$ cat config.mk
export PLATFORM = sky130hd
export DESIGN_NAME = lc_ctrl
export DESIGN_NICKNAME = d
export VERILOG_FILES = /design/src/rtl/lc_pkg.sv /design/src/rtl/lc_decode.sv /design/src/rtl/lc_transition.sv /design/src/rtl/lc_boot_policy.sv /design/src/rtl/lc_ctrl.sv
export SDC_FILE = /design/constraint.sdc
export NUM_CORES = 1
export LEC_CHECK = 0
export ABC_CLOCK_PERIOD_IN_PS = 2900
export CAP_MARGIN = 30
export CORE_AREA = 5 5 42 44
export CTS_CLUSTER_DIAMETER = 150
export DETAILED_ROUTE_END_ITERATION = 7
export DIE_AREA = 0 0 47 49
export DONT_BUFFER_PORTS = 1
export GPL_TIMING_DRIVEN = 0
export PLACE_DENSITY = 0.5
export SETUP_SLACK_MARGIN = 0.3
export SYNTH_ARGS = -nofsm -noshare
export SYNTH_HDL_FRONTEND = slang
export SYNTH_HIERARCHICAL = 1
export SYNTH_SLANG_ARGS = --single-unit
export TNS_END_PERCENT = 100
$ cat constraint.sdc
create_clock -name clk -period 2.9 [get_ports clk]
set_clock_uncertainty 0.2 [all_clocks]
set_input_delay 0.58 -clock clk [delete_from_list [all_inputs] [get_ports clk]]
set_output_delay 0.58 -clock clk [all_outputs]
set_load 0.05 [all_outputs]
$ cat src/rtl/lc_pkg.sv
package lc_pkg;
  typedef enum logic [1:0] {
    LC_OPEN   = 2'b00,
    LC_PROV   = 2'b01,
    LC_CLOSED = 2'b10,
    LC_LOCKED = 2'b11
  } lc_state_e;

  // Forward moves a plain request may ask for; everything else is refused.
  function automatic logic lc_move_ok(lc_state_e from_s, lc_state_e to_s);
    logic ok;
    ok = 1'b0;
    unique case (from_s)
      LC_OPEN: ok = (to_s == LC_PROV);
      LC_PROV: ok = (to_s == LC_CLOSED) || (to_s == LC_LOCKED);
      default: ok = 1'b0;
    endcase
    return ok;
  endfunction

  function automatic logic lc_is_final(lc_state_e s);
    return (s == LC_CLOSED) || (s == LC_LOCKED);
  endfunction
endpackage

$ cat src/rtl/lc_decode.sv
module lc_decode
  import lc_pkg::*;
#(
  parameter int          FIELD_W    = 8,
  parameter logic [FIELD_W-1:0] PROV_MAGIC = 8'hB4,
  parameter logic [FIELD_W-1:0] LOCK_MAGIC = 8'hB4,
  parameter logic [FIELD_W-1:0] DBG_MAGIC_A = 8'h51,
  parameter logic [FIELD_W-1:0] DBG_MAGIC_B = 8'h8A
) (
  input  logic               nv_closed,
  input  logic [FIELD_W-1:0] prov_byte,
  input  logic [FIELD_W-1:0] dbg_byte,
  output lc_state_e          dec_state
);
  logic prov_done;
  logic dbg_open;
  logic dbg_lock;

  assign prov_done = (prov_byte == PROV_MAGIC);
  assign dbg_open  = (dbg_byte == DBG_MAGIC_A) || (dbg_byte == DBG_MAGIC_B);
  assign dbg_lock  = (dbg_byte == LOCK_MAGIC);

  always_comb begin
    if (!nv_closed)               dec_state = LC_OPEN;
    else if (prov_done && dbg_lock) dec_state = LC_LOCKED;
    else if (prov_done && dbg_open) dec_state = LC_CLOSED;
    else                          dec_state = LC_PROV;
  end
endmodule

$ cat src/rtl/lc_transition.sv
module lc_transition
  import lc_pkg::*;
(
  input  logic      clk,
  input  logic      rst_n,
  input  lc_state_e dec_state,
  input  logic      req_valid,
  input  lc_state_e req_state,
  input  logic      auth_ok,
  input  logic      auth_full,
  output lc_state_e cur_state,
  output logic      pend_valid,
  output lc_state_e pend_state,
  output logic      regress_req,
  output logic      regress_full,
  output logic      err
);
  logic sampled;
  logic auth_accept;
  logic req_accept;
  logic reject_ev;

  assign auth_accept = sampled && auth_ok && (cur_state == LC_CLOSED) && !pend_valid;
  assign req_accept  = sampled && req_valid && !auth_ok && !pend_valid &&
                       lc_move_ok(cur_state, req_state);
  assign reject_ev   = sampled && ((auth_ok && !auth_accept) ||
                                   (req_valid && !req_accept));

  always_ff @(posedge clk or negedge rst_n) begin
    if (!rst_n) begin
      sampled      <= 1'b0;
      cur_state    <= LC_PROV;
      pend_valid   <= 1'b0;
      pend_state   <= LC_OPEN;
      regress_req  <= 1'b0;
      regress_full <= 1'b0;
      err          <= 1'b0;
    end else begin
      regress_req <= 1'b0;
      if (!sampled) begin
        cur_state <= dec_state;
        sampled   <= 1'b1;
      end else begin
        if (auth_accept) begin
          pend_valid   <= 1'b1;
          pend_state   <= LC_OPEN;
          regress_req  <= 1'b1;
          regress_full <= auth_full;
        end else if (req_accept) begin
          pend_valid <= 1'b1;
          pend_state <= req_state;
        end
        if (reject_ev) err <= 1'b1;
      end
    end
  end

  AST_STATE_HOLD: assert property (@(posedge clk) disable iff (!rst_n)
    sampled |=> $stable(cur_state));
  AST_PEND_HOLD: assert property (@(posedge clk) disable iff (!rst_n)
    pend_valid |=> (pend_valid && $stable(pend_state)));
  AST_ERR_STICKY: assert property (@(posedge clk) disable iff (!rst_n)
    err |=> err);
  AST_LOCKED_FINAL: assert property (@(posedge clk) disable iff (!rst_n)
    (cur_state == LC_LOCKED) |-> !pend_valid);
  AST_REGRESS_CLOSED: assert property (@(posedge clk) disable iff (!rst_n)
    regress_req |-> (cur_state == LC_CLOSED && pend_valid && pend_state == LC_OPEN));
  AST_REGRESS_PULSE: assert property (@(posedge clk) disable iff (!rst_n)
    regress_req |=> !regress_req);
endmodule

$ cat src/rtl/lc_boot_policy.sv
module lc_boot_policy
  import lc_pkg::*;
(
  input  lc_state_e cur_state,
  input  logic      rot_sel,
  output logic      boot_vendor,
  output logic      sram_boot_ok,
  output logic      dbg_permit
);
  assign boot_vendor  = rot_sel && lc_is_final(cur_state);
  assign sram_boot_ok = (cur_state != LC_PROV);
  assign dbg_permit   = (cur_state == LC_CLOSED);
endmodule

$ cat src/rtl/lc_ctrl.sv
module lc_ctrl
  import lc_pkg::*;
#(
  parameter int FIELD_W = 8,
  parameter logic [FIELD_W-1:0] PROV_MAGIC  = 8'hB4,
  parameter logic [FIELD_W-1:0] LOCK_MAGIC  = 8'hB4,
  parameter logic [FIELD_W-1:0] DBG_MAGIC_A = 8'h51,
  parameter logic [FIELD_W-1:0] DBG_MAGIC_B = 8'h8A
) (
  input  logic               clk,
  input  logic               rst_n,
  input  logic               nv_closed,
  input  logic [FIELD_W-1:0] prov_byte,
  input  logic [FIELD_W-1:0] dbg_byte,
  input  logic               rot_sel,
  input  logic               req_valid,
  input  logic [1:0]         req_state,
  input  logic               auth_ok,
  input  logic               auth_full,
  output logic [1:0]         state,
  output logic               boot_vendor,
  output logic               sram_boot_ok,
  output logic               dbg_permit,
  output logic               pend_valid,
  output logic [1:0]         pend_state,
  output logic               regress_req,
  output logic               regress_full,
  output logic               err
);
  lc_state_e dec_state;
  lc_state_e cur_state;
  lc_state_e pend_s;
  lc_state_e req_s;

  assign req_s = lc_state_e'(req_state);

  lc_decode #(
    .FIELD_W(FIELD_W), .PROV_MAGIC(PROV_MAGIC), .LOCK_MAGIC(LOCK_MAGIC),
    .DBG_MAGIC_A(DBG_MAGIC_A), .DBG_MAGIC_B(DBG_MAGIC_B)
  ) u_decode (
    .nv_closed(nv_closed), .prov_byte(prov_byte), .dbg_byte(dbg_byte),
    .dec_state(dec_state)
  );

  lc_transition u_trans (
    .clk(clk), .rst_n(rst_n), .dec_state(dec_state),
    .req_valid(req_valid), .req_state(req_s),
    .auth_ok(auth_ok), .auth_full(auth_full),
    .cur_state(cur_state), .pend_valid(pend_valid), .pend_state(pend_s),
    .regress_req(regress_req), .regress_full(regress_full), .err(err)
  );

  lc_boot_policy u_policy (
    .cur_state(cur_state), .rot_sel(rot_sel),
    .boot_vendor(boot_vendor), .sram_boot_ok(sram_boot_ok),
    .dbg_permit(dbg_permit)
  );

  assign state      = cur_state;
  assign pend_state = pend_s;

  AST_VENDOR_BOOT: assert property (@(posedge clk) disable iff (!rst_n)
    boot_vendor |-> (state == 2'b10 || state == 2'b11));
  AST_PROV_NO_SRAM: assert property (@(posedge clk) disable iff (!rst_n)
    (state == 2'b01) |-> !sram_boot_ok);
  AST_REGRESS_NEEDS_PERMIT: assert property (@(posedge clk) disable iff (!rst_n)
    regress_req |-> dbg_permit);
endmodule

==> impl_metrics.toml <==
[run_status]
status = "finished, final reports clean"

[grt]
grt_max_degree = 10
track_usage = 0.110
grt_pass1_wl_um = 1870
grt_antenna_before_repair = 0
first_global_vias = 441
grt.overflow.total = 0

[place]
io_buffers = 0
gp_congestion = 0.768
preCtsSetupSlack_ns = 0.872
dp_hpwl_um = 1070

[cts]
postCtsSetupBuffers = 0
clockBufferDepth = 2
cts_num_sinks = 9
cts.htree.levels = 1
cts_resized = 0
ctsHoldBuffers = 1
clk_latency_ns = 0.25
cts-root-buf = "clkbuf_4"
cts_tree = "yes"
cts_made_buffers = 3
path_clk_slew_ns = 0.06

[hold_path]
holdPathEnd = "u_trans/regress_full$_DFFE_PN0P_"
worstHoldPathType = "input port to register"
hold-path-cell-count = 1
min-delay-start = "auth_full"

[synth]
synth_top_area_share = 0.385
ys_seq_elements = 9
async_flop_share = 1.00
synth_warnings = 6
syn_inst = 50
netlist_area_um2 = 520
synth_common_cells = "dfrtp_1 (8), nand2_1 (4), o21ai_0 (3)"
yosysTopAreaCell = "dfrtp_1"
ys.flop_type = "dfrtp_1"
syn_nets = 75
synth_cell_type_count = 30
seq_area_frac_synth = 0.435
synth_area_per_cell_um2 = 10.4
synth.most_common_cell = "dfrtp_1"
synth_area_leaders = "dfrtp_1 (38%), dfstp_2 (5.0%), mux2_2 (4.3%), mux2i_1 (3.8%), nor4bb_1 (3.8%)"
synth_edf_count = 0

[timing]
fin_ws_ns = 0.631
tns_ns = 0
maxSlewHeadroom = 0.611
clock.fmax_mhz = 441
drv_slew = 0
setup_viol = 0
fin_crit_sh = 0.782
finalHoldViolCount = 0
layout_min_cycle_time_ns = 2.27
rsz0062_at_grt = "false"
tightest_slew_ns = 0.584

[critical_path]
r2r_slack_ns = 0.96
path_buf_inv = 0
critPathLaunchType = "register"
critPathKind = "register to output port"
worstPathRequired_ns = 2.12
r2r-end = "u_trans/regress_full$_DFFE_PN0P_"
critical-path-slowest-cell = "dfrtp_1"
worst-path-stages = 1
max_stage_delay_ns = 0.71
worstPathArrival_ns = 1.49
path_max_fanout = 7
critPathTopFamily = "flip-flops"
r2r_start = "u_trans/cur_state[1]$_DFFE_PN0N_"
crit_chain = "and2_1"
worstSetupEndpointType = "output port"
r2r_cells = 3

[cells_and_area]
area_growth_pct = 10.8
fin_nets = 81
drive_above_1_share = 0.164
diodes = 0

[floorplan]
die_y_um = 49
rows = 14
core_area_um2 = 1400
dieArea_um2 = 2300
ioPinCount = 36
initial_core_util = 0.371
die_x_um = 47

[pwr]
p_sw_frac = 0.385
max-vdd-ir-drop_uv = 181
power_frac_seq = 0.620
p_switching_uw = 133
power.internal_uw = 212
combPwrFrac = 0.115
power.density_nw_per_um2 = 597
clkPwrFrac = 0.265
leakage_nw = 0.238

[routing]
drc = 0
wire_per_inst_um = 17.4
drt_iter0_drc = 1
vias_per_cell = 5.66
ant_nets = 0
wl_um = 1240
drt_first_pass_iters = 3
vias = 402

[job]
cap_violations = 0
[logic make-up after synthesis]
group	after synthesis	share of synthesized area
other cells	1	0.00720
mux	5	0.103
compound gates	9	0.125
simple gates	23	0.308
buf+inv	3	0.0216
flops	9	0.435
[metrics by stage]
stage | std cells | cell area, um2 | hold WS, ns | util | total power, mW
global placement | 66 | 541 | 0.0846 | 0.386 | 0.249
floorplan | 50 | 520 | 0.0844 | - | 0.242
finish | 71 | 577 | 0.259 | 0.412 | 0.344
CTS | 71 | 577 | 0.248 | 0.412 | 0.352
detailed placement | 66 | 541 | 0.0846 | 0.386 | 0.253
global route | 71 | 577 | 0.248 | 0.412 | 0.365
[registers in the layout, summed over array words and instances, names as in the netlist]
signal,cells
u_trans/err,1
u_trans/regress_req,1
u_trans/cur_state,2
u_trans/pend_valid,1
u_trans/regress_full,1
u_trans/pend_state,2
u_trans/sampled,1
[how the worst max path moves through the flow]
stage                                      from                                to  slack, ns
3_5_place_dp                        dbg_byte[1]  u_trans/cur_state[0]$_DFFE_PN1N_       0.87
5_1_grt        u_trans/cur_state[1]$_DFFE_PN0N_                       boot_vendor       0.56
6_report       u_trans/cur_state[1]$_DFFE_PN0N_                       boot_vendor       0.63
4_1_cts        u_trans/cur_state[1]$_DFFE_PN0N_                       boot_vendor       0.60
2_1_floorplan                       dbg_byte[1]  u_trans/cur_state[0]$_DFFE_PN1N_       0.91
3_3_place_gp                        dbg_byte[1]  u_trans/cur_state[0]$_DFFE_PN1N_       0.88
[cell type report]
type,instances,area (um2)
inverter,2,7.51
tap,16,20.0
multi-input combinational,38,283
buffer,1,3.75
sequential,9,226
fill,149,825
timing repair buffer,1,10.0
clock buffer,4,26.3
[power groups by stage]
stage               combinational [mW]  clock [mW]  sequential (mW)
floorplan                       0.0315           0            0.211
global placement                0.0341           0            0.215
detailed placement              0.0367           0            0.216
CTS                             0.0401      0.0983            0.214
global route                    0.0442       0.105            0.216
finish                          0.0395      0.0914            0.213
[layer usage]
metal,wire [um],vias up,GRT usage
li1,-,195,-
met1,462,188,0.132
met2,637,19,0.181
met3,137,0,0.0406
met4,0,0,0.0276
met5,0,-,0
[cell usage in the layout (no fill, tap or decap), types with 2 or more instances in the layout]
cell type	synthesis	final
and2_1	2	2
clkbuf_1	1	2
clkbuf_4	0	3
dfrtp_1	8	8
inv_1	2	2
mux2_2	2	2
mux2i_1	2	2
nand2_1	4	4
nand3_1	2	2
nor4bb_1	2	2
o21ai_0	3	3
or3_1	2	2
or3b_1	2	2
Power figures use the tool's default switching activity.
